## config.mk

```make
export PLATFORM = sky130hd
export DESIGN_NAME = uart_fifo_lsr
export DESIGN_NICKNAME = d
export VERILOG_FILES = /design/src/rtl/uart_lsr_pkg.sv /design/src/rtl/lsr_rx_fifo.sv /design/src/rtl/lsr_tx_track.sv /design/src/rtl/lsr_mode_dec.sv /design/src/rtl/uart_fifo_lsr.sv
export SDC_FILE = /design/constraint.sdc
export NUM_CORES = 1
export LEC_CHECK = 0
export BUFFER_PORTS_ARGS = -buffer_cell sky130_fd_sc_hd__clkbuf_2
export CAP_MARGIN = 30
export CORE_MARGIN = 2
export CORE_UTILIZATION = 34
export DETAILED_ROUTE_END_ITERATION = 8
export PLACE_DENSITY_LB_ADDON = 0.3
export SYNTH_ARGS = -nofsm -noshare
export SYNTH_HDL_FRONTEND = slang
export SYNTH_SLANG_ARGS = --single-unit
export TNS_END_PERCENT = 10
```

## constraint.sdc

```tcl
create_clock -name clk -period 5.8 [get_ports clk]
set_input_delay 0.58 -clock clk [delete_from_list [all_inputs] [get_ports clk]]
set_output_delay 0.58 -clock clk [all_outputs]
set_load 0.01 [all_outputs]
```

## src/rtl/uart_lsr_pkg.sv

```systemverilog
package uart_lsr_pkg;

  localparam int unsigned CHAR_W = 8;

  // One receive FIFO entry: the byte plus its three error tags
  typedef struct packed {
    logic              brk;
    logic              ferr;
    logic              perr;
    logic [CHAR_W-1:0] data;
  } rx_ent_t;

  // Any tag present on an entry
  function automatic logic ent_bad(rx_ent_t e);
    return e.brk | e.ferr | e.perr;
  endfunction

  // Trigger threshold in entries, scaled to the FIFO depth
  function automatic int unsigned trig_level(logic [1:0] sel, int unsigned depth);
    case (sel)
      2'd0:    return 1;
      2'd1:    return depth / 4;
      2'd2:    return depth / 2;
      default: return depth - 2;
    endcase
  endfunction

  // Circular pointer advance for any depth
  function automatic int unsigned ptr_next(int unsigned p, int unsigned depth);
    return (p == depth - 1) ? 0 : p + 1;
  endfunction

  // Status word assembly; bit positions are what software decodes
  function automatic logic [7:0] lsr_pack(logic ready, logic ovr, logic perr,
                                          logic ferr, logic brk, logic tx_empty,
                                          logic all_idle, logic err_sum);
    return {err_sum, all_idle, tx_empty, brk, ferr, perr, ovr, ready};
  endfunction

endpackage

```

## src/rtl/lsr_rx_fifo.sv

```systemverilog
module lsr_rx_fifo
  import uart_lsr_pkg::*;
#(
  parameter int unsigned DEPTH = 16,
  localparam int unsigned CW = $clog2(DEPTH + 1),
  localparam int unsigned PW = (DEPTH > 1) ? $clog2(DEPTH) : 1
) (
  input  logic          clk,
  input  logic          rst,
  input  logic          push_req,
  input  rx_ent_t       push_ent,
  input  logic          pop_req,
  output rx_ent_t       head_ent,
  output logic [CW-1:0] count,
  output logic [CW-1:0] err_cnt,
  output logic [CW-1:0] err_cnt_nxt,
  output logic          push_evt,
  output logic          push_bad,
  output logic          pop_evt,
  output logic          ovr_evt
);

  rx_ent_t       mem [DEPTH];
  logic [PW-1:0] wr_ptr, rd_ptr;
  logic          full, empty, pop_bad;
  logic [CW-1:0] count_nxt;

  assign full  = (count == CW'(DEPTH));
  assign empty = (count == '0);

  // A read in the same cycle frees the slot for a completing character
  assign pop_evt  = pop_req & ~empty;
  assign push_evt = push_req & (~full | pop_evt);
  assign ovr_evt  = push_req & full & ~pop_evt;
  assign push_bad = push_evt & ent_bad(push_ent);
  assign pop_bad  = pop_evt & ent_bad(head_ent);

  assign head_ent = mem[rd_ptr];

  always_comb begin
    count_nxt = count;
    if (push_evt) count_nxt = count_nxt + CW'(1);
    if (pop_evt)  count_nxt = count_nxt - CW'(1);
    err_cnt_nxt = err_cnt;
    if (push_bad) err_cnt_nxt = err_cnt_nxt + CW'(1);
    if (pop_bad)  err_cnt_nxt = err_cnt_nxt - CW'(1);
  end

  always_ff @(posedge clk) begin
    if (push_evt) mem[wr_ptr] <= push_ent;
  end

  always_ff @(posedge clk) begin
    if (rst) begin
      wr_ptr  <= '0;
      rd_ptr  <= '0;
      count   <= '0;
      err_cnt <= '0;
    end else begin
      if (push_evt) wr_ptr <= PW'(ptr_next(int'(wr_ptr), DEPTH));
      if (pop_evt)  rd_ptr <= PW'(ptr_next(int'(rd_ptr), DEPTH));
      count   <= count_nxt;
      err_cnt <= err_cnt_nxt;
    end
  end

  AST_RX_COUNT_BOUND: assert property (@(posedge clk) disable iff (rst)
    count <= CW'(DEPTH));

  AST_OVR_HOLDS_COUNT: assert property (@(posedge clk) disable iff (rst)
    ovr_evt |=> count == $past(count));

  AST_ERR_WITHIN_COUNT: assert property (@(posedge clk) disable iff (rst)
    err_cnt <= count);

endmodule

```

## src/rtl/lsr_tx_track.sv

```systemverilog
module lsr_tx_track #(
  parameter int unsigned DEPTH = 16,
  localparam int unsigned CW = $clog2(DEPTH + 1)
) (
  input  logic          clk,
  input  logic          rst,
  input  logic          push_req,
  input  logic          load_req,
  input  logic          done,
  output logic [CW-1:0] count,
  output logic          busy,
  output logic          load_evt
);

  logic push_evt;

  assign push_evt = push_req & (count != CW'(DEPTH));
  assign load_evt = load_req & (count != '0);

  always_ff @(posedge clk) begin
    if (rst) begin
      count <= '0;
      busy  <= 1'b0;
    end else begin
      count <= count + CW'(push_evt) - CW'(load_evt);
      if (load_evt)  busy <= 1'b1;
      else if (done) busy <= 1'b0;
    end
  end

  AST_TX_COUNT_BOUND: assert property (@(posedge clk) disable iff (rst)
    count <= CW'(DEPTH));

  AST_TX_LOAD_BUSY: assert property (@(posedge clk) disable iff (rst)
    load_evt |=> busy);

endmodule

```

## src/rtl/lsr_mode_dec.sv

```systemverilog
module lsr_mode_dec
  import uart_lsr_pkg::*;
#(
  parameter int unsigned DEPTH = 16,
  localparam int unsigned CW = $clog2(DEPTH + 1)
) (
  input  logic          fifo_en,
  input  logic [3:0]    ier,
  input  logic [1:0]    trig_sel,
  input  logic [CW-1:0] rx_count,
  output logic          rx_polled,
  output logic          tx_polled,
  output logic          rx_trig
);

  logic [CW-1:0] level;

  // Receive data and receive line status enables belong to the rx path
  assign rx_polled = fifo_en & ~ier[0] & ~ier[2];
  assign tx_polled = fifo_en & ~ier[1];

  assign level   = CW'(trig_level(trig_sel, DEPTH));
  assign rx_trig = fifo_en & ~rx_polled & (rx_count >= level);

endmodule

```

## src/rtl/uart_fifo_lsr.sv

```systemverilog
module uart_fifo_lsr
  import uart_lsr_pkg::*;
#(
  parameter int unsigned RX_DEPTH = 16,
  parameter int unsigned TX_DEPTH = 16,
  localparam int unsigned RCW = $clog2(RX_DEPTH + 1),
  localparam int unsigned TCW = $clog2(TX_DEPTH + 1)
) (
  input  logic        clk,
  input  logic        rst,
  input  logic        fifo_en,
  input  logic [3:0]  ier,
  input  logic [1:0]  trig_sel,
  input  logic        rx_valid,
  input  logic [7:0]  rx_data,
  input  logic        rx_perr,
  input  logic        rx_ferr,
  input  logic        rx_brk,
  input  logic        rbr_rd,
  input  logic        lsr_rd,
  input  logic        tx_push,
  input  logic        tx_load,
  input  logic        tx_done,
  output logic [7:0]  lsr,
  output logic [7:0]  rbr_data,
  output logic        rx_polled,
  output logic        tx_polled,
  output logic        rx_trig
);

  rx_ent_t        in_ent, head_ent;
  logic [RCW-1:0] rx_count, err_cnt, err_cnt_nxt;
  logic [TCW-1:0] tx_count;
  logic           push_evt, push_bad, pop_evt, ovr_evt;
  logic           tx_busy, tx_load_evt;
  logic           rx_nonempty, ovr_flag, err_sum;

  assign in_ent = '{brk: rx_brk, ferr: rx_ferr, perr: rx_perr, data: rx_data};

  lsr_rx_fifo #(.DEPTH(RX_DEPTH)) u_rx (
    .clk(clk), .rst(rst),
    .push_req(rx_valid), .push_ent(in_ent), .pop_req(rbr_rd),
    .head_ent(head_ent), .count(rx_count),
    .err_cnt(err_cnt), .err_cnt_nxt(err_cnt_nxt),
    .push_evt(push_evt), .push_bad(push_bad),
    .pop_evt(pop_evt), .ovr_evt(ovr_evt)
  );

  lsr_tx_track #(.DEPTH(TX_DEPTH)) u_tx (
    .clk(clk), .rst(rst),
    .push_req(tx_push), .load_req(tx_load), .done(tx_done),
    .count(tx_count), .busy(tx_busy), .load_evt(tx_load_evt)
  );

  lsr_mode_dec #(.DEPTH(RX_DEPTH)) u_mode (
    .fifo_en(fifo_en), .ier(ier), .trig_sel(trig_sel), .rx_count(rx_count),
    .rx_polled(rx_polled), .tx_polled(tx_polled), .rx_trig(rx_trig)
  );

  assign rx_nonempty = (rx_count != '0);

  // Sticky status: a new event wins over the read that would clear it
  always_ff @(posedge clk) begin
    if (rst) begin
      ovr_flag <= 1'b0;
      err_sum  <= 1'b0;
    end else begin
      if (ovr_evt)     ovr_flag <= 1'b1;
      else if (lsr_rd) ovr_flag <= 1'b0;
      if (push_bad)                               err_sum <= 1'b1;
      else if (lsr_rd && err_cnt_nxt == '0)       err_sum <= 1'b0;
    end
  end

  assign lsr = lsr_pack(rx_nonempty, ovr_flag,
                        rx_nonempty & head_ent.perr,
                        rx_nonempty & head_ent.ferr,
                        rx_nonempty & head_ent.brk,
                        tx_count == '0,
                        (tx_count == '0) & ~tx_busy,
                        err_sum);

  assign rbr_data = rx_nonempty ? head_ent.data : '0;

  AST_OVR_FLAG_SET: assert property (@(posedge clk) disable iff (rst)
    ovr_evt |=> lsr[1]);

  AST_HEAD_TAGS_EMPTY: assert property (@(posedge clk) disable iff (rst)
    !lsr[0] |-> lsr[4:2] == 3'b000);

  AST_ERRSUM_COVERS: assert property (@(posedge clk) disable iff (rst)
    err_cnt != '0 |-> lsr[7]);

  AST_TAG_SETS_SUM: assert property (@(posedge clk) disable iff (rst)
    push_bad |=> lsr[7]);

  AST_POP_SHRINKS: assert property (@(posedge clk) disable iff (rst)
    pop_evt && !push_evt |=> rx_count == $past(rx_count) - RCW'(1));

  AST_TEMT_NEEDS_IDLE: assert property (@(posedge clk) disable iff (rst)
    tx_load_evt |=> !lsr[6]);

endmodule

```

Word level (Yosys, flattened, before mapping):

Memories as Yosys holds them, arrays and structs flattened. A register that Yosys moved wholly into a read port is not among the register bits.
Cells that the tools add are included.

* input bits: 26
* register bits after elaboration: 26
* RAM bits: 176
* memories kept: 1

* order comparisons: 1
* reductions and logical operators: 10
* bitwise operators: 30
* muxes and demuxes: 18
* add/sub/neg operators: 8
* eq/ne operators: 6

Memories
* u_rx.mem: words 16, width 11, read ports 1, clocked after Yosys merged registers in 1, write ports 1, RTL line lsr_rx_fifo.sv:23 `rx_ent_t mem [DEPTH];`

Operators with widths (count)
* $mux 5: 4
* $and 1x1->1: 17
* $mux 4: 4
* $logic_not 5->1: 3
* $pmux 4 s3: 1
* $add 5x1->5 const B: 2
* $reduce_bool 5->1: 2
* $sub 5x1->5 const B: 2
* $add 4x1->4 const B: 2
* $eq 4x4->1 const B: 2
* $mux 1: 8
* $mux 8: 1
* $not 1->1: 8
* $reduce_bool 2->1: 3
* $add 5x1->5: 1
* $eq 5x5->1 const B: 1
* $ge 5x4->1: 1
* $ne 5x5->1 const B: 1
* $or 1x1->1: 5
* $sub 5x1->5: 1
* $eq 2x1->1 const B: 1
* $eq 2x2->1 const B: 1
* $logic_not 2->1: 1
* $logic_and 1x1->1: 1

Logic depth before layout (Yosys ltp):

Gate-level depths: netlist (run 1).

* depth after elaboration: 13
* mapped depth: 14
* gate-level depth less buffers: 14

Cells and area by module:

From an unflattened synthesis (run 1), not the netlist that was laid out.

* cells, all modules: 518
* area, all modules: 8838.5 um2

By module, submodules not included
* lsr_rx_fifo: area an instance 8066.5 um2, cells an instance 424, times used 1
* lsr_tx_track: area an instance 396.6 um2, cells an instance 45, times used 1
* uart_fifo_lsr: area an instance 247.7 um2, cells an instance 31, times used 1
* lsr_mode_dec: area an instance 127.6 um2, cells an instance 18, times used 1

Worst setup path after synthesis (run 1):

No wires, ideal clock.

* path type: reg2reg
* start point: reg u_rx.count[0]
* end point: reg err_sum
* stages on the path, launching flop included: 12
* setup slack: 3.095 ns
* buffers on the path: 1
* data required time: 5.662 ns
* data arrival time: 2.568 ns
* cells stage by stage: dfxtp_1 -> inv_1 -> ha_1 -> or3b_1 -> buf_6 -> o211ai_4 -> mux2i_1 -> ha_1 -> or3b_4 -> o31a_1 -> o22ai_2 -> a311oi_1

* word-level cells in the longest chain between the ends: 12
* elaborated cells between the ends (all ways): 16

RTL lines
* from (decl): RTL line lsr_rx_fifo.sv:14 `output logic [CW-1:0] count,`
* from (signal assigned): RTL line lsr_rx_fifo.sv:62 `count <= count_nxt;`
* $logic_not 5->1: RTL line lsr_rx_fifo.sv:29 `assign empty = (count == '0);`
* $not 1->1: RTL line lsr_rx_fifo.sv:32 `assign pop_evt = pop_req & ~empty;`
* $and 1x1->1: RTL line lsr_rx_fifo.sv:32
* $or 1x1->1: RTL line lsr_rx_fifo.sv:33 `assign push_evt = push_req & (~full | pop_evt);`
* $and 1x1->1: RTL line lsr_rx_fifo.sv:33
* $and 1x1->1: RTL line lsr_rx_fifo.sv:35 `assign push_bad = push_evt & ent_bad(push_ent);`
* $mux 5: RTL line lsr_rx_fifo.sv:45 `if (push_bad) err_cnt_nxt = err_cnt_nxt + CW'(1);`
* $sub 5x1->5: RTL line lsr_rx_fifo.sv:46 `if (pop_bad) err_cnt_nxt = err_cnt_nxt - CW'(1);`
* $mux 5: RTL line lsr_rx_fifo.sv:46
* $logic_not 5->1: RTL line uart_fifo_lsr.sv:71 `else if (lsr_rd && err_cnt_nxt == '0) err_sum <= 1'b0;`
* $logic_and 1x1->1: RTL line uart_fifo_lsr.sv:71
* $reduce_bool 2->1 (no line)
* to (signal assigned): RTL line uart_fifo_lsr.sv:66 `err_sum <= 1'b0;`
* to (signal assigned): RTL line uart_fifo_lsr.sv:70 `if (push_bad) err_sum <= 1'b1;`
* to (signal assigned): RTL line uart_fifo_lsr.sv:71
* to (decl): RTL line uart_fifo_lsr.sv:36 `logic rx_nonempty, ovr_flag, err_sum;`

Parallel ways exist; a longest one is shown, timed or not.
A chain may end at the register's enable or synchronous reset.

==> run_results.csv, run 1 <==
group,metric,value,unit
finish,postLayoutCellArea,9780,µm²
floorplan,die_h,164,µm
grt,pin_count_of_the_biggest_net_entering_global_routing,45,
logic_synthesis,synth.lib_cells_used.distinct,49,
placed_design,place_area,9180,µm²
sta,fin_crit_sh,0.600,
pwr,total_leakage_power,3.23,nW
finish,layout_commonest_cell,"sky130_fd_sc_hd__edfxtp_1",
finish,highest_count_cells_in_the_layout_ignoring_fill_and_taps,"176 x sky130_fd_sc_hd__edfxtp_1, 52 x sky130_fd_sc_hd__mux4_2, 43 x sky130_fd_sc_hd__clkbuf_2, 30 x sky130_fd_sc_hd__nor2_1, 28 x sky130_fd_sc_hd__dfxtp_1",
clock_network,numClockSinks,206,
logic_synthesis,synth-edff-count,176,
drt,detail_route.wl_per_cell,19.8,µm
drt,drc_violations,0,
worst_setup_path,timing_worst_setup_path_type,"register to primary output",
finish,drive_above_1_share,0.242,
clock_network,cts.hold.buffers_added,0,
clock_network,path_clk_slew,0.06,ns
flow_run,drv_cap,0,
logic_synthesis,synth_ff_type,"sky130_fd_sc_hd__edfxtp_1",
placed_design,place_inst,855,
logic_synthesis,ys_async_sr_fraction,0,
placed_design,detailed_place_hpwl,10.7,mm
floorplan,core_region_area,25100,µm²
clock_network,clock_tree_root_buffer_cell,"sky130_fd_sc_hd__clkbuf_16",
drt,drt.antenna.violating_nets,0,
sta,fin_setup_tns,0,ns
grt,number_of_global_route_vias_before_repair,4800,
drt,finalWirelength,17.6,mm
worst_setup_path,rr_worst_depth,10,
outcome,status,"finished clean",
logic_synthesis,post_synthesis_instance_area,8660,µm²
clock_network,cts_tree,"done",
worst_setup_path,worstPathArrival,2.90,ns
worst_setup_path,worstPathRequired,5.22,ns
worst_setup_path,timing.reg2reg.setup_slack,2.69,ns
clock_network,cts.path.max_buffers,3,
placed_design,port_buffers,43,
logic_synthesis,mean_instance_size_in_the_synthesized_netlist,17.2,µm²
grt,grt_pass1_wl,27.3,mm
sta,layout_min_cycle_time,3.48,ns
clock_network,cts_buffers,21,
finish,fin_cells,893,
grt,globalRouteTotalUtil,0.135,
finish,nets,595,
worst_setup_path,worst_path_max_fanout,44,
sta,timing.clock.skew,0.0216,ns
floorplan,placementRows,58,
logic_synthesis,synth_seq_area_share,0.679,
sta,timing_max_transition_violations_final,0,
worst_setup_path,timing.rr.end,"err_sum$_SDFFE_PP0P_",
clock_network,postCtsSetupRepairBufs,0,
pwr,power_density,424,nW/µm²
placed_design,global_placement_routability_congestion,0.768,
floorplan,boundaryPins,45,
logic_synthesis,yosys_warnings,0,
finish,number_of_diodes,0,
floorplan,initial_utilization,0.345,
floorplan,die-width,164,µm
grt,gr-total-overflow,0,
sta,max_slew_margin,0.369,
finish,area_growth,12.9,%
hold_path,hold_path.class,"input pin to register",
pwr,worst_ir_drop_vdd,0.263,mV
clock_network,htree_levels,1,
drt,vias_per_cell,5.06,
hold_path,worst_hold_startpoint,"tx_done",
floorplan,die_footprint,26800,µm²
logic_synthesis,postSynthRegisterBits,206,
worst_setup_path,worst_setup_path_end_kind,"primary output",
finish,nFillCells,2330,
drt,initialDrtViolationCount,408,
clock_network,ctsResizeCount,0,
drt,num_vias,4521,
sta,rsz0062_at_grt,"false",
drt,firstDrtPassIters,6,
logic_synthesis,synthesis.nets,550,
grt,antenna_found_initial,0,
sta,hold_violations,0,
clock_network,clock_latency_on_the_worst_skew_pair,0.50,ns
logic_synthesis,synth_instances,503,
worst_setup_path,worst_setup_start_kind,"register",
sta,finalSetupViolCount,0,
worst_setup_path,r2r-start,"u_rx.count[0]$_SDFF_PP0_",
hold_path,worstHoldEndpoint,"u_tx.busy$_SDFFE_PP0P_",
sta,fmaxAchievable,287,MHz
finish,utilization,0.390,
sta,tightestPinTransition,0.946,ns
hold_path,min_delay_path_depth,4,
-- final cells by class --
type	instances	area (µm²)	area share
sequential	206	5890	0.602
tap	330	413	0.0422
clock buffer	25	541	0.0552
multi-input combinational	255	2570	0.263
inverter	19	71.3	0.00729
clock inverter	13	66.3	0.00678
timing repair buffer	45	230	0.0235
-- worst max path at each step --
stage	start	to	cells past startpoint	slack [ns]
5_1_grt	register	rbr_data[0]	5	2.10
3_5_place_dp	rx_ferr	err_sum$_SDFFE_PP0P_	9	2.59
3_3_place_gp	register	rbr_data[0]	5	2.72
6_report	register	rbr_data[3]	5	2.32
2_1_floorplan	u_rx.count[0]$_SDFF_PP0_	err_sum$_SDFFE_PP0P_	11	3.09
4_1_cts	register	rbr_data[3]	5	2.20
-- critical path: stages (launching register included) --
cell and delay [ns]:
sky130_fd_sc_hd__dfxtp_2 0.31, sky130_fd_sc_hd__buf_4 0.69, sky130_fd_sc_hd__mux4_2 0.61, sky130_fd_sc_hd__mux4_2 0.49
sky130_fd_sc_hd__and2_1 0.18, sky130_fd_sc_hd__clkbuf_2 0.12
-- per-layer routing --
layer  wire, µm  GRT usage  vias up
li1           -          -     2051
met1       7740      0.180     2316
met4        272     0.0259        0
met3       1010     0.0305       19
met5          0          0        -
met2       8630      0.230      135
-- cell usage after synthesis (2+ instances only) --
cell type	number	area (µm²)
sky130_fd_sc_hd__nand2b_1	2	12.5
sky130_fd_sc_hd__nand3_1	4	20.0
sky130_fd_sc_hd__xor2_1	9	78.8
sky130_fd_sc_hd__mux2i_1	2	20.0
sky130_fd_sc_hd__a311oi_1	2	17.5
sky130_fd_sc_hd__a21oi_1	16	80.1
sky130_fd_sc_hd__buf_6	2	22.5
sky130_fd_sc_hd__dfxtp_1	30	601
sky130_fd_sc_hd__a22oi_1	3	22.5
sky130_fd_sc_hd__o2111ai_1	2	17.5
sky130_fd_sc_hd__inv_1	19	71.3
sky130_fd_sc_hd__and3_1	8	50.1
sky130_fd_sc_hd__nor3_1	3	15.0
sky130_fd_sc_hd__and4_1	4	35.0
sky130_fd_sc_hd__xnor2_1	10	87.6
sky130_fd_sc_hd__nor3b_1	2	15.0
sky130_fd_sc_hd__buf_2	6	30.0
sky130_fd_sc_hd__o31a_1	2	17.5
sky130_fd_sc_hd__mux4_2	52	1170
sky130_fd_sc_hd__or3_1	4	25.0
sky130_fd_sc_hd__nand4_1	5	31.3
sky130_fd_sc_hd__buf_4	3	22.5
sky130_fd_sc_hd__nor2b_1	9	56.3
sky130_fd_sc_hd__edfxtp_1	176	5290
sky130_fd_sc_hd__clkbuf_1	11	41.3
sky130_fd_sc_hd__o21ai_0	7	35.0
sky130_fd_sc_hd__nor2_1	30	113
sky130_fd_sc_hd__and2_1	19	119
sky130_fd_sc_hd__a211oi_1	2	15.0
sky130_fd_sc_hd__nand2_1	21	78.8
sky130_fd_sc_hd__ha_1	20	250
-- registers in the layout, indices dropped and copies added (netlist names), named ones only --
signal        flops
err_sum           1
ovr_flag          1
u_rx.count        5
u_rx.err_cnt      5
u_rx.mem        176
u_rx.rd_ptr       4
u_rx.wr_ptr       4
u_tx.busy         1
u_tx.count        5
-- stage by stage --
step / hold WS, ns / worst slack, ns / total power [W]
floorplan: 0.457 / 3.09 / 0.00270
global placement: 0.474 / 2.72 / 0.00294
detailed placement: 0.497 / 2.59 / 0.00300
CTS: 0.379 / 2.20 / 0.00420
global route: 0.415 / 2.10 / 0.00437
finish: 0.388 / 2.32 / 0.00414
-- report_power, final --
group | switching (W) | internal, W | total [W]
clock | 0.000532 | 0.000666 | 0.00120
sequential | 0.0000629 | 0.00170 | 0.00176
combinational | 0.000641 | 0.000546 | 0.00119
total | 0.00124 | 0.00291 | 0.00414
-- cells by family after synthesis --
kind of cell | count (synthesis) | share of synthesized area
AND/OR/NAND/NOR | 117 | 0.0716
adder cells (fa/ha/maj) | 21 | 0.0312
AO/OA/AOI/OAI | 42 | 0.0345
multiplexers | 55 | 0.139
buffers and inverters | 42 | 0.0234
XOR/XNOR | 20 | 0.0211
flip-flops | 206 | 0.679
No activity file was read; power rests on OpenSTA's default activity.
==> run 2: changes to the inputs <==
--- a/config.mk
+++ b/config.mk
@@ -5,6 +5,7 @@
 export SDC_FILE = /design/constraint.sdc
 export NUM_CORES = 1
 export LEC_CHECK = 0
+export ABC_AREA = 1
 export BUFFER_PORTS_ARGS = -buffer_cell sky130_fd_sc_hd__clkbuf_2
 export CAP_MARGIN = 30
 export CORE_MARGIN = 2
==> constraint.sdc (replaced) <==
create_clock -name clk -period 3.1 [get_ports clk]
set_input_delay 0.31 -clock clk [delete_from_list [all_inputs] [get_ports clk]]
set_output_delay 0.31 -clock clk [all_outputs]
set_load 0.01 [all_outputs]
==> run 2 against run 1 <==
- clock power grew 110%
- cell count grew 36%
- combinational power grew 120%
- die area grew 3.4%
- sequential share of layout area shrank 3.1 points
==> run_results.csv, run 2 <==
group,metric,value,unit
logic_synthesis,yosysTopAreaCellShare,0.589,
drt,finalWirelength,20.4,mm
grt,pin_count_of_the_biggest_net_entering_global_routing,92,
placed_design,detailed_place_hpwl,12.6,mm
floorplan,core_region_area,26000,µm²
drt,firstDrtPassIters,4,
outcome,status,"finished clean",
floorplan,die_h,166,µm
sta,rsz0062_at_grt,"false",
finish,drive_above_1_share,0.142,
logic_synthesis,synth_instances,808,
worst_setup_path,worst_path_max_fanout,60,
floorplan,placementRows,59,
grt,groute.layer.met3.usage,0.0214,
worst_setup_path,slowest_stage,"sky130_fd_sc_hd__inv_2",
finish,area_growth,15.1,%
logic_synthesis,post_synthesis_instance_area,8970,µm²
clock_network,numClockSinks,206,
clock_network,cts_buffers,23,
clock_network,ctsResizeCount,0,
placed_design,global_placement_routability_congestion,0.760,
clock_network,postCtsSetupRepairBufs,0,
worst_setup_path,worstPathRequired,2.79,ns
grt,number_of_global_route_vias_before_repair,5750,
floorplan,boundaryPins,45,
clock_network,cts.path.max_buffers,3,
clock_network,cts_tree,"done",
drt,detail_route.wl_per_cell,16.8,µm
logic_synthesis,synthesis.nets,855,
finish,fin_cells,1216,
logic_synthesis,ys_async_sr_fraction,0,
worst_setup_path,timing_worst_setup_path_type,"register to primary output",
clock_network,cts.hold.buffers_added,0,
logic_synthesis,synthTopCellsByArea,"sky130_fd_sc_hd__edfxtp_1 59%, sky130_fd_sc_hd__dfxtp_1 6.7%, sky130_fd_sc_hd__nor2_1 5.2%",
grt,globalRouteTotalUtil,0.146,
sta,finalSetupViolCount,0,
drt,initialDrtViolationCount,426,
logic_synthesis,synth_seq_area_share,0.656,
finish,nets,912,
floorplan,die_footprint,27700,µm²
sta,hold_violations,0,
logic_synthesis,yosys_warnings,0,
worst_setup_path,rr_worst_depth,16,
drt,drc_violations,0,
floorplan,die-width,166,µm
worst_setup_path,r2r-start,"u_tx.count[3]$_SDFF_PP0_",
grt,grt_busiest_layer,"met2",
pwr,power_density,813,nW/µm²
pwr,internal-power,0.00552,W
grt,grtUsageMet2,0.243,
logic_synthesis,synth_largest_area_cell,"sky130_fd_sc_hd__edfxtp_1",
flow_run,drv_cap,0,
worst_setup_path,worst_setup_start_kind,"register",
pwr,clock_power_share,0.293,
pwr,p_switching,0.00287,W
clock_network,htree_levels,1,
clock_network,clock_latency_on_the_worst_skew_pair,0.49,ns
worst_setup_path,crit_path_max_incr_delay,0.38,ns
worst_setup_path,worstPathArrival,2.50,ns
hold_path,min_delay_path_depth,4,
worst_setup_path,timing.rr.end,"u_tx.count[4]$_SDFF_PP0_",
worst_setup_path,crit_chain,"inv_2 > buf_12 > nor2_1 > o22ai_1 > nor2_1 > nor2_1 > o21ai_0 > a21oi_1 > clkbuf_2",
worst_setup_path,worst_setup_path_end_kind,"primary output",
grt,gr-total-overflow,0,
placed_design,place_inst,1175,
finish,utilization,0.397,
finish,layout_commonest_cell,"sky130_fd_sc_hd__edfxtp_1",
pwr,power.combinational.fraction,0.317,
finish,most_flops_register,"u_rx.mem",
placed_design,port_buffers,43,
sta,tightestPinTransition,0.519,ns
hold_path,hold_path.class,"input pin to register",
sta,timing_max_transition_violations_final,0,
logic_synthesis,post-synth-top-count-cell,"sky130_fd_sc_hd__edfxtp_1",
logic_synthesis,postSynthRegisterBits,206,
floorplan,initial_utilization,0.345,
worst_setup_path,crit_top_cell,"sky130_fd_sc_hd__nor2_1",
drt,drt.antenna.violating_nets,0,
sta,layout_min_cycle_time,2.81,ns
worst_setup_path,timing.reg2reg.setup_slack,0.50,ns
hold_path,worstHoldEndpoint,"u_tx.busy$_SDFFE_PP0P_",
pwr,worst_ir_drop_vdd,0.519,mV
sta,fmaxAchievable,356,MHz
grt,antenna_found_initial,1,
clock_network,path_clk_slew,0.06,ns
logic_synthesis,synth-edff-count,176,
logic_synthesis,mean_instance_size_in_the_synthesized_netlist,11.1,µm²
logic_synthesis,synth_common_cells,"176 x sky130_fd_sc_hd__edfxtp_1, 124 x sky130_fd_sc_hd__nor2_1, 94 x sky130_fd_sc_hd__nand2_1",
drt,vias_per_cell,4.91,
pwr,power_switching_share,0.342,
finish,highest_count_cells_in_the_layout_ignoring_fill_and_taps,"176 x sky130_fd_sc_hd__edfxtp_1, 124 x sky130_fd_sc_hd__nor2_1, 94 x sky130_fd_sc_hd__nand2_1, 80 x sky130_fd_sc_hd__o21ai_0, 75 x sky130_fd_sc_hd__inv_1",
finish,largest_register_ff_count,176,
sta,max_slew_margin,0.654,
sta,timing.clock.skew,0.00929,ns
clock_network,clock_tree_root_buffer_cell,"sky130_fd_sc_hd__clkbuf_16",
pwr,power_frac_seq,0.390,
sta,fin_setup_tns,0,ns
grt,globalRouteMet1Util,0.199,
logic_synthesis,synth.lib_cells_used.distinct,38,
hold_path,worst_hold_startpoint,"tx_done",
grt,grt_pass1_wl,32.0,mm
logic_synthesis,synth_ff_type,"sky130_fd_sc_hd__edfxtp_1",
pwr,total_leakage_power,3.84,nW
sta,fin_crit_sh,0.906,
drt,num_vias,5976,
[run 2: cell count changes after synthesis, sizes merged, moves of 8 or more]
| cell | previous run | this run |
|---|---|---|
| o21ai | 8 | 85 |
| nand2 | 22 | 98 |
| mux4 | 52 | 0 |
| a21oi | 16 | 26 |
| nor2b | 9 | 0 |
| nor2 | 30 | 129 |
| nand3 | 4 | 56 |
| o221ai | 0 | 24 |
| inv | 19 | 80 |
| clkbuf | 11 | 22 |
| and2 | 19 | 0 |
| and3 | 8 | 0 |
[run 2: worst max-delay path, delay by kind of cell, from the launching register on]
kind	cells	cell delay (ns)
DFF	1	0.34
buffers and inverters	3	0.88
AOI/OAI and AO/OA	3	0.50
and+or+nand+nor	3	0.26
[run 2: area by class of cell]
class	instances	area, µm²
diodes	1	2.50
clock buffers	33	654
flip-flops and latches	206	5890
inverters	80	300
well taps	335	419
repair buffers	73	465
fillers	2521	15700
multi-input cells	481	2560
clock inverters	7	33.8
[run 2: logic make-up after synthesis]
| family | after synthesis | share of synthesized area |
|---|---|---|
| flops | 206 | 0.656 |
| xor+xnor | 12 | 0.0126 |
| compound gates | 151 | 0.0982 |
| buf+inv | 121 | 0.0583 |
| simple gates | 297 | 0.145 |
| fa+ha+maj | 21 | 0.0301 |
[run 2: worst max path at each step]
stage,slack [ns],endpoint,cells after the start,from
6_report,0.29,rbr_data[3],9,register
2_1_floorplan,0.46,u_tx.count[4]$_SDFF_PP0_,16,u_tx.count[3]$_SDFF_PP0_
3_3_place_gp,0.52,u_tx.count[4]$_SDFF_PP0_,16,u_tx.count[3]$_SDFF_PP0_
4_1_cts,0.27,rbr_data[3],9,register
5_1_grt,0.06,rbr_data[3],9,register
3_5_place_dp,0.50,u_tx.count[4]$_SDFF_PP0_,16,u_tx.count[3]$_SDFF_PP0_
[run 2: through the flow]
step	setup WS (ns)	area (µm²)	hold slack (ns)	power [W]
3_3_place_gp	0.523	9630	0.457	0.00597
5_1_grt	0.0582	10300	0.0726	0.00895
4_1_cts	0.268	10300	0.0539	0.00849
6_report	0.293	10300	0.0739	0.00839
2_1_floorplan	0.465	8970	0.372	0.00524
3_5_place_dp	0.498	9630	0.460	0.00601
[run 2: power groups by stage]
| stage | Sequential [W] | Clock [W] | Combinational, W |
|---|---|---|---|
| after CTS | 0.00327 | 0.00252 | 0.00270 |
| final | 0.00327 | 0.00246 | 0.00266 |
| after detailed placement | 0.00333 | 0 | 0.00268 |
| after floorplan | 0.00331 | 0 | 0.00193 |
| after global placement | 0.00333 | 0 | 0.00264 |
| after global routing | 0.00329 | 0.00264 | 0.00302 |
[run 2: layer usage]
metal | wire [µm] | up-vias
met5 | 0 | -
met4 | 394 | 0
met3 | 861 | 24
met2 | 9640 | 116
met1 | 9470 | 2905
li1 | - | 2931
==> run 3: changes to the inputs <==
--- a/config.mk
+++ b/config.mk
@@ -12,6 +12,7 @@
 export CORE_UTILIZATION = 34
 export DETAILED_ROUTE_END_ITERATION = 8
 export PLACE_DENSITY_LB_ADDON = 0.3
+export RECOVER_POWER = 25
 export SYNTH_ARGS = -nofsm -noshare
 export SYNTH_HDL_FRONTEND = slang
 export SYNTH_SLANG_ARGS = --single-unit
==> run 3 against run 2 <==
- routed wire length about the same
- count of clock-buffer cells in the layout unchanged
- cell count unchanged
- clock power about the same
- first-iteration DRC count down 0.23%
- maximum frequency about the same
- global-route usage unchanged
==> run_results.csv, run 3 (synthesis results as in run 2) <==
group,metric,value,unit
outcome,status,"finished clean",
worst_setup_path,crit_path_max_incr_delay,0.38,ns
sta,hold_violations,0,
worst_setup_path,timing.rr.end,"u_tx.count[4]$_SDFF_PP0_",
clock_network,path_clk_slew,0.06,ns
sta,timing_max_transition_violations_final,0,
worst_setup_path,worstPathRequired,2.79,ns
drt,initialDrtViolationCount,425,
placed_design,detailed_place_hpwl,12.6,mm
finish,utilization,0.397,
sta,fin_crit_sh,0.905,
worst_setup_path,critical-path-top-delay-family,"buffers and inverters",
pwr,total_leakage_power,3.81,nW
drt,finalWirelength,20.4,mm
grt,globalRouteTotalUtil,0.146,
worst_setup_path,timing_worst_setup_path_type,"register to primary output",
worst_setup_path,r2r-start,"u_tx.count[3]$_SDFF_PP0_",
clock_network,htree_levels,1,
finish,largest_register_ff_count,176,
finish,area_growth,14.9,%
floorplan,die-width,166,µm
pwr,worst_ir_drop_vdd,0.519,mV
drt,num_vias,5971,
clock_network,cts_tree,"done",
grt,antenna_found_initial,1,
drt,firstDrtPassIters,4,
sta,layout_min_cycle_time,2.80,ns
floorplan,die_h,166,µm
flow_run,drv_cap,0,
drt,vias_per_cell,4.91,
worst_setup_path,worst_setup_start_kind,"register",
worst_setup_path,worst_path_max_fanout,60,
sta,tightestPinTransition,0.677,ns
placed_design,port_buffers,43,
clock_network,numClockSinks,206,
worst_setup_path,crit_chain,"inv_2 > buf_12 > nor2_1 > o22ai_1 > nor2_1 > nor2_1 > o21ai_0 > a21oi_1 > clkbuf_2",
sta,fmaxAchievable,357,MHz
finish,highest_count_cells_in_the_layout_ignoring_fill_and_taps,"176 x sky130_fd_sc_hd__edfxtp_1, 124 x sky130_fd_sc_hd__nor2_1, 94 x sky130_fd_sc_hd__nand2_1, 80 x sky130_fd_sc_hd__o21ai_0, 75 x sky130_fd_sc_hd__inv_1",
clock_network,postCtsSetupRepairBufs,0,
sta,worst_hold_slack,0.0739,ns
hold_path,worst_hold_startpoint,"tx_done",
floorplan,boundaryPins,45,
floorplan,placementRows,59,
hold_path,min_delay_path_depth,4,
pwr,power_density,814,nW/µm²
sta,fin_setup_tns,0,ns
worst_setup_path,crit_top_cell,"sky130_fd_sc_hd__nor2_1",
hold_path,worstHoldEndpoint,"u_tx.busy$_SDFFE_PP0P_",
worst_setup_path,rr_worst_depth,16,
finish,layout_commonest_cell,"sky130_fd_sc_hd__edfxtp_1",
clock_network,cts_buffers,23,
floorplan,initial_utilization,0.345,
worst_setup_path,slowest_stage,"sky130_fd_sc_hd__inv_2",
worst_setup_path,worst_setup_path_end_kind,"primary output",
sta,max_slew_margin,0.549,
clock_network,clock_tree_root_buffer_cell,"sky130_fd_sc_hd__clkbuf_16",
worst_setup_path,worstPathArrival,2.49,ns
drt,drc_violations,0,
finish,nets,912,
grt,grt_pass1_wl,32.0,mm
worst_setup_path,critPathBufInv,3,
clock_network,cts.path.max_buffers,3,
floorplan,die_footprint,27700,µm²
grt,pin_count_of_the_biggest_net_entering_global_routing,92,
grt,number_of_global_route_vias_before_repair,5750,
sta,timing.clock.skew,0.00944,ns
floorplan,core_region_area,26000,µm²
hold_path,hold_path.class,"input pin to register",
clock_network,clock_latency_on_the_worst_skew_pair,0.49,ns
worst_setup_path,timing.reg2reg.setup_slack,0.50,ns
clock_network,cts.hold.buffers_added,0,
finish,most_flops_register,"u_rx.mem",
sta,rsz0062_at_grt,"false",
clock_network,ctsResizeCount,0,
sta,finalSetupViolCount,0,
placed_design,global_placement_routability_congestion,0.760,
drt,detail_route.wl_per_cell,16.8,µm
finish,drive_above_1_share,0.132,
drt,drt.antenna.violating_nets,0,
grt,gr-total-overflow,0,
-- run 3: cell types whose count changed in the layout (fill, tap and decap cells not counted), sizes merged --
cell | before | now
clkbuf | 76 | 78
buf | 30 | 28
-- run 3: area by class of cell --
| type | instances | area (µm²) |
|---|---|---|
| Clock inverter | 7 | 33.8 |
| Multi-Input combinational cell | 481 | 2560 |
| Timing Repair Buffer | 73 | 449 |
| Inverter | 80 | 300 |
| Clock buffer | 33 | 654 |
| Sequential cell | 206 | 5890 |
| Antenna cell | 1 | 2.50 |
| Fill cell | 2526 | 15700 |
| Tap cell | 335 | 419 |
-- run 3: per-stage QoR --
step	setup WS, ns	area [µm²]	cells	total power [W]
finish	0.295	10300	1216	0.00839
global route	0.0582	10300	1216	0.00895
CTS	0.268	10300	1215	0.00849
detailed placement	0.498	9630	1175	0.00601
global placement	0.523	9630	1175	0.00597
floorplan	0.465	8970	808	0.00524
-- run 3: power by group --
part           internal, W  total [W]  switching [W]
Clock              0.00146    0.00246        0.00100
Sequential         0.00316    0.00327       0.000109
Combinational     0.000893    0.00265        0.00176
Total              0.00551    0.00839        0.00287
-- run 3: worst max-delay path by stage --
stage	startpoint	to	slack, ns	cells past startpoint
2_1_floorplan	u_tx.count[3]$_SDFF_PP0_	u_tx.count[4]$_SDFF_PP0_	0.46	16
3_3_place_gp	u_tx.count[3]$_SDFF_PP0_	u_tx.count[4]$_SDFF_PP0_	0.52	16
3_5_place_dp	u_tx.count[3]$_SDFF_PP0_	u_tx.count[4]$_SDFF_PP0_	0.50	16
4_1_cts	register	rbr_data[3]	0.27	9
5_1_grt	register	rbr_data[3]	0.06	9
6_report	register	rbr_data[3]	0.30	9
-- run 3: tightest hold or removal path, stage by stage --
cell and delay, ns:
sky130_fd_sc_hd__clkbuf_2 0.07, sky130_fd_sc_hd__inv_1 0.03, sky130_fd_sc_hd__nand2_1 0.04, sky130_fd_sc_hd__a21oi_1 0.05
-- run 3: per-layer routing --
| layer | vias up | wire length [µm] | GRT usage |
|---|---|---|---|
| li1 | 2930 | - | - |
| met1 | 2896 | 9460 | 0.199 |
| met2 | 121 | 9630 | 0.243 |
| met3 | 24 | 890 | 0.0214 |
| met4 | 0 | 394 | 0.0431 |
| met5 | - | 0 | 0 |
